**src/rtl/csc_pkg.sv**
```systemverilog
package csc_pkg;
  localparam int PIX_W    = 8;
  localparam int MUL_W    = 13;
  localparam int CW       = 14;
  localparam int FRAC     = 10;
  localparam int OFF_FRAC = 4;
  localparam int NROW     = 3;
  localparam int NCOL     = 4;
  localparam int NCOEF    = NROW * NCOL;
  localparam int ADDR_W   = 4;

  // Reset contents: limited-range BT.601, rows G, R, B
  function automatic logic [CW-1:0] default_word(input int idx);
    case (idx)
      0, 4, 8: default_word = 14'h04A7;
      1:       default_word = 14'h1E6F;
      2:       default_word = 14'h1CBF;
      3:       default_word = 14'h0877;
      6:       default_word = 14'h0662;
      7:       default_word = 14'h3211;
      9:       default_word = 14'h0812;
      11:      default_word = 14'h2EB1;
      default: default_word = '0;
    endcase
  endfunction
endpackage

```
**src/rtl/csc_coef_bank.sv**
```systemverilog
module csc_coef_bank
  import csc_pkg::*;
(
  input  logic                  clk,
  input  logic                  rst,
  input  logic                  we,
  input  logic [ADDR_W-1:0]     addr,
  input  logic [CW-1:0]         wdata,
  input  logic                  swap,
  output logic [NCOEF*CW-1:0]   act_flat
);
  logic [CW-1:0] shadow [NCOEF];
  logic [CW-1:0] active [NCOEF];

  for (genvar i = 0; i < NCOEF; i++) begin : g_word
    always_ff @(posedge clk) begin
      if (rst) begin
        shadow[i] <= default_word(i);
        active[i] <= default_word(i);
      end else begin
        if (we && addr == ADDR_W'(i)) shadow[i] <= wdata;
        if (swap) active[i] <= shadow[i];
      end
    end
    assign act_flat[i*CW +: CW] = active[i];
  end
endmodule

```
**src/rtl/csc_row.sv**
```systemverilog
module csc_row
  import csc_pkg::*;
(
  input  logic              clk,
  input  logic              rst,
  input  logic              en,
  input  logic [PIX_W-1:0]  y,
  input  logic [PIX_W-1:0]  u,
  input  logic [PIX_W-1:0]  v,
  input  logic [MUL_W-1:0]  k0,
  input  logic [MUL_W-1:0]  k1,
  input  logic [MUL_W-1:0]  k2,
  input  logic [CW-1:0]     kc,
  input  logic              byp,
  input  logic [PIX_W-1:0]  byp_val,
  output logic [PIX_W-1:0]  res
);
  localparam int PROD_W = MUL_W + PIX_W + 1;
  localparam int SUM_W  = PROD_W + 2;
  localparam int OFF_SH = FRAC - OFF_FRAC;
  localparam logic signed [SUM_W-1:0] RND  = SUM_W'(1 << (FRAC - 1));
  localparam logic signed [SUM_W-1:0] MAXV = SUM_W'((1 << PIX_W) - 1);

  logic signed [PROD_W-1:0] p0, p1, p2;
  logic signed [SUM_W-1:0]  cst, sum2, kc_ext, q;
  logic                     byp1, byp2;
  logic [PIX_W-1:0]         bv1, bv2;

  assign kc_ext = SUM_W'($signed(kc));

  // stage 1: products and aligned constant
  always_ff @(posedge clk) begin
    if (rst) begin
      p0 <= '0; p1 <= '0; p2 <= '0; cst <= '0; byp1 <= 1'b0; bv1 <= '0;
    end else if (en) begin
      p0   <= $signed({1'b0, y}) * $signed(k0);
      p1   <= $signed({1'b0, u}) * $signed(k1);
      p2   <= $signed({1'b0, v}) * $signed(k2);
      cst  <= kc_ext <<< OFF_SH;
      byp1 <= byp;
      bv1  <= byp_val;
    end
  end

  // stage 2: row sum
  always_ff @(posedge clk) begin
    if (rst) begin
      sum2 <= '0; byp2 <= 1'b0; bv2 <= '0;
    end else if (en) begin
      sum2 <= SUM_W'(p0) + SUM_W'(p1) + SUM_W'(p2) + cst;
      byp2 <= byp1;
      bv2  <= bv1;
    end
  end

  // stage 3: round, scale, saturate
  assign q = (sum2 + RND) >>> FRAC;

  always_ff @(posedge clk) begin
    if (rst) res <= '0;
    else if (en) begin
      if (byp2)          res <= bv2;
      else if (q < 0)    res <= '0;
      else if (q > MAXV) res <= MAXV[PIX_W-1:0];
      else               res <= q[PIX_W-1:0];
    end
  end


  sat_low_chk: assert property (@(posedge clk) disable iff (rst)
    (en && !byp2 && sum2 < -RND) |=> (res == '0));
endmodule

```
**src/rtl/csc_yuv_rgb.sv**
```systemverilog
module csc_yuv_rgb
  import csc_pkg::*;
(
  input  logic               clk,
  input  logic               rst,
  input  logic               cfg_we,
  input  logic [ADDR_W-1:0]  cfg_addr,
  input  logic [CW-1:0]      cfg_wdata,
  input  logic               frame_start,
  input  logic               in_valid,
  output logic               in_ready,
  input  logic               in_bypass,
  input  logic [PIX_W-1:0]   in_c0,
  input  logic [PIX_W-1:0]   in_c1,
  input  logic [PIX_W-1:0]   in_c2,
  output logic               out_valid,
  input  logic               out_ready,
  output logic [PIX_W-1:0]   out_r,
  output logic [PIX_W-1:0]   out_g,
  output logic [PIX_W-1:0]   out_b
);
  localparam int STAGES = 3;

  logic [NCOEF*CW-1:0] act_flat;
  logic [STAGES-1:0]   vld;
  logic                en;
  logic [PIX_W-1:0]    row_res [NROW];
  logic [PIX_W-1:0]    byp_src [NROW];

  csc_coef_bank u_bank (
    .clk(clk), .rst(rst), .we(cfg_we), .addr(cfg_addr), .wdata(cfg_wdata),
    .swap(frame_start), .act_flat(act_flat)
  );

  assign en       = out_ready | ~out_valid;
  assign in_ready = en;

  always_ff @(posedge clk) begin
    if (rst) vld <= '0;
    else if (en) vld <= {vld[STAGES-2:0], in_valid};
  end
  assign out_valid = vld[STAGES-1];

  // row 0 = G, row 1 = R, row 2 = B
  assign byp_src[0] = in_c1;
  assign byp_src[1] = in_c0;
  assign byp_src[2] = in_c2;

  for (genvar r = 0; r < NROW; r++) begin : g_row
    csc_row u_row (
      .clk(clk), .rst(rst), .en(en),
      .y(in_c0), .u(in_c1), .v(in_c2),
      .k0(act_flat[(r*NCOL+0)*CW +: MUL_W]),
      .k1(act_flat[(r*NCOL+1)*CW +: MUL_W]),
      .k2(act_flat[(r*NCOL+2)*CW +: MUL_W]),
      .kc(act_flat[(r*NCOL+3)*CW +: CW]),
      .byp(in_bypass), .byp_val(byp_src[r]),
      .res(row_res[r])
    );
  end

  assign out_g = row_res[0];
  assign out_r = row_res[1];
  assign out_b = row_res[2];

  // occupancy tracker for the in-flight bound
  logic [2:0] occ;
  always_ff @(posedge clk) begin
    if (rst) occ <= '0;
    else occ <= occ + 3'(in_valid && in_ready) - 3'(out_valid && out_ready);
  end


  reset_idle_chk: assert property (@(posedge clk)
    $past(rst) |-> (!out_valid && in_ready));


  out_hold_chk: assert property (@(posedge clk) disable iff (rst)
    (out_valid && !out_ready) |=>
      (out_valid && $stable(out_r) && $stable(out_g) && $stable(out_b)));


  occ_bound_chk: assert property (@(posedge clk) disable iff (rst)
    occ <= 3'(STAGES));
endmodule

```
**config.mk**
```make
export PLATFORM = sky130hd
export DESIGN_NAME = csc_yuv_rgb
export DESIGN_NICKNAME = d
export VERILOG_FILES = /design/src/rtl/csc_pkg.sv /design/src/rtl/csc_coef_bank.sv /design/src/rtl/csc_row.sv /design/src/rtl/csc_yuv_rgb.sv
export SDC_FILE = /design/constraint.sdc
export NUM_CORES = 2
export LEC_CHECK = 0
export CAP_MARGIN = 20
export CORE_MARGIN = 2
export CORE_UTILIZATION = 55
export DETAILED_ROUTE_END_ITERATION = 12
export PLACE_DENSITY = 0.82
export SYNTH_ARGS = -nofsm -noshare
export SYNTH_HDL_FRONTEND = slang
export SYNTH_SLANG_ARGS = --single-unit
```
**constraint.sdc**
```tcl
create_clock -name clk -period 7.95 [get_ports clk]
set_clock_uncertainty 0.15 [all_clocks]
set_input_delay 1.59 -clock clk [delete_from_list [all_inputs] [get_ports clk]]
set_output_delay 1.59 -clock clk [all_outputs]
set_load 0.01 [all_outputs]
```
==> impl_results.md <==
- Hold depth: 2
- Comb power frac: 0.637
- CTS root buf: clkbuf_16
- Finished Layout Cells: 8375
- Switching Share: 0.455
- Setup TNS: 0 ns
- CP startpoint: in_c1[4]
- Syn Inst Count: 6835
- Final wirelength: 159000 microns
- Starting density of the core: 0.556
- Mapped cell area: 63600 sq um
- Chip Height: 344 microns
- Pwr Density: 350 nW/um^2
- Largest fanout on the critical path: 15
- Final hold viol count: 0
- Grt total ovfl: 0
- Clock power frac: 0.147
- Final ANT Viol Nets: 0
- Cells after DPL: 8213
- DIE WIDTH: 344 microns
- HP Class: reg2reg
- FF-to-FF End: g_row[0].u_row.p1[21]
- Min cycle time layout: 6.78 ns
- Clk Latency, worst-skew pair: 0.67 ns
- Area Growth Syn to Fin: 7.43%
- Post-synth EDFFs: 318
- Largest net degree at the start of global routing: 190
- TritonCTS clock tree: built
- Cell with the most instances after synthesis: inv_1
- Reg-to-Reg Start: u_bank.active[1][6]
- Top cell by count, worst path: fa_1
- R2R setup slack: 2.57 ns
- Initial antenna violation count: 11
- Fmax: 0.147 GHz
- Finished Cell Area: 68300 sq um
- Pins Over Slew Limit: 0
- Residual DRC: 0
- Num CTS Buffers: 71
- Main synth FF type: dfxtp_1
- Post-synth cell types: 69
- Input/output buffers: 74
- CP endpoint: g_row[0].u_row.p1[21]
- Ys async rst share: 0
- Reg clk slew, reported paths: 0.07 ns
- Critical Path RT: 8.38 ns
- Synth cell count leaders: 1266 x inv_1, 1062 x nand2_1, 870 x fa_1, 584 x and2_1, 474 x ha_1
- Slowest CP cell: clkdlybuf4s50_1
- I/O Pins: 75
- Worst vdd ir: 0.284 mV
- Synth Warn #: 0
- Dpl hpwl: 119000 microns
- GR Util All Layers: 0.274
- Setup Fix Bufs, Post-CTS: 0
- Synth area leaders: fa_1 27%, edfxtp_1 15%, dfxtp_1 11%
- Worst r2r path cells: 18
- Via-per-instance ratio: 5.54
- Yosys reg bits: 680
- Final setup fails: 0
- Outcome: complete, no violations
- CP Class: in2reg
- FP Rows: 124
- Critical path startpoint category: primary input
- DP Area: 65800 sq um
- Final Cycle Share: 0.853
- 1st-pass router iterations: 6
- Max Cap Viol: 0
- Via count: 46439
- Top-area cell type share of the netlist area: 0.274
- First-pass GRT wire length: 253000 microns
- Initial DRC count: 4203
- Maximum buffer depth of the clock tree: 3
- Arrival time worst endpoint: 7.21 ns
- CP endpoint kind: flip-flop
- Vias in the first global route: 47911
- Post-CTS sizing: 0
- Unrepaired setup endpoints after global routing: no
- Largest area contributor in the synthesized netlist: fa_1
- Seq pwr share: 0.216
- Rel. slew slack: 0.254
- Post-Syn Nets: 8228
- Layout cells sized above 1: 0.0339
- Hold Buf Count CTS: 0
- Post-layout nets: 8173
- Sequential fraction of the synthesis area: 0.264
- Crit-path max cell delay: 0.81 ns
- Gp weighted congestion: 0.916
- Critical path cell sequence: clkdlybuf4s50_1, buf_4, and2_1, fa_1, fa_1, inv_1, fa_1, fa_1, inv_1, ha_1, o21ai_0, o21ai_1, a21oi_1, o31ai_1, a21boi_1, o31ai_1, o31ai_1, xnor2_1, a211oi_1
- Htree depth: 3
- Switching power: 10.9 mW
- Routed wire per std cell: 19.0 microns
- DIE AREA: 118000 sq um
- Internal: 13.0 mW
- Worst-Margin Slew: 1.11 ns
- Core ar.: 115000 sq um
- Syn Area/Cell: 9.31 sq um
- P_leak: 32.4 nW
- CTS Sinks: 680
## layout make-up
cell class	count	area (sq um)
clock buffer	98	1960
fill	9224	46200
clock inverter	33	469
timing repair buffer	149	1350
inverter	1266	4760
tap	1512	1890
multi-input combinational	4612	41000
antenna	25	62.6
sequential	680	16800
## flip-flops by register name, summed over array words and instances, names as in the netlist, 42 cells and up
signal	flops
g_row.u_row.p1	66
g_row.u_row.cst	42
u_bank.active	159
g_row.u_row.p0	66
g_row.u_row.p2	66
u_bank.shadow	159
g_row.u_row.sum2	45
## placed cells by master, fill, tap and decap left out, drive strengths merged, types with 8 or more instances in the layout
master | Yosys | routed
nand2 | 1062 | 1062
a22o | 9 | 9
nor4 | 36 | 36
o31ai | 9 | 9
nor2 | 158 | 158
and2 | 584 | 584
nand3 | 74 | 74
a21boi | 8 | 8
clkbuf | 262 | 98
nand2b | 117 | 117
dfxtp | 362 | 362
a31oi | 16 | 16
clkdlybuf4s50 | 0 | 64
a21oi | 380 | 380
fa | 870 | 870
or2 | 13 | 13
buf | 15 | 85
diode | 0 | 25
nor2b | 26 | 26
o21a | 15 | 15
ha | 474 | 474
and3 | 24 | 24
nand4 | 13 | 13
inv | 1266 | 1271
xor2 | 75 | 75
o21bai | 23 | 23
nor3 | 82 | 82
clkinv | 0 | 18
o21ai | 129 | 129
edfxtp | 318 | 318
xnor2 | 146 | 146
a21o | 57 | 57
a211oi | 71 | 71
or3 | 44 | 44
o211ai | 9 | 9
## per-stage QoR
step / setup slack [ns] / total power, mW / hold WS, ns / utilization
2_1_floorplan: 1.64 / 16.4 / 0.282 / -
3_3_place_gp: 0.622 / 19.5 / 0.288 / 0.575
3_5_place_dp: 0.546 / 20.2 / 0.293 / 0.575
4_1_cts: 1.21 / 23.8 / 0.302 / 0.596
5_1_grt: 0.889 / 26.0 / 0.321 / 0.596
6_report: 1.17 / 23.9 / 0.301 / 0.597
## how the worst min path moves through the flow
stage | slack [ns] | endpoint | start
global route | 0.32 | g_row[1].u_row.bv1[6] | g_row[1].u_row.bv1[6]
floorplan | 0.28 | g_row[0].u_row.byp1 | g_row[0].u_row.byp1
detailed placement | 0.29 | g_row[1].u_row.bv1[0] | g_row[1].u_row.bv1[0]
CTS | 0.30 | g_row[1].u_row.bv1[1] | g_row[1].u_row.bv1[1]
global placement | 0.29 | g_row[1].u_row.bv2[6] | g_row[1].u_row.bv2[6]
finish | 0.30 | g_row[1].u_row.bv2[5] | g_row[1].u_row.bv2[5]
## power by group through the flow
stage / combinational [mW] / clock, mW / sequential, mW
3_3_place_gp: 14.3 / 0 / 5.19
5_1_grt: 17.1 / 3.66 / 5.21
4_1_cts: 15.1 / 3.53 / 5.15
6_report: 15.2 / 3.50 / 5.17
2_1_floorplan: 11.6 / 0 / 4.86
3_5_place_dp: 14.9 / 0 / 5.22
## critical path, delay by kind of cell
kind | cells | cell delay, ns
xor gates and xnor gates | 1 | 0.15
buffers and inverters | 4 | 1.32
and+or+nand+nor | 1 | 0.17
adders and majority gates | 5 | 2.23
AOI/OAI and AO/OA | 8 | 1.75
## layer usage
metal | track usage | routed length [microns] | part of all wire | vias to the layer above
met1 | 0.349 | 61300 | 0.38 | 22773
met2 | 0.455 | 75800 | 0.48 | 1998
li1 | - | - | - | 21244
met3 | 0.0434 | 14100 | 0.089 | 422
met5 | 0 | 12 | 0.000075 | -
met4 | 0.140 | 8060 | 0.051 | 2
## kinds of logic after synthesis
kind of cell    Yosys count  share of synthesized area
flops                   680                      0.264
simple gates           2252                      0.171
fa+ha+maj              1344                      0.367
xor+xnor                221                     0.0304
buf+inv                1543                     0.0911
mux                       4                   0.000669
compound gates          791                     0.0757
Power figures use the tool's default switching activity.
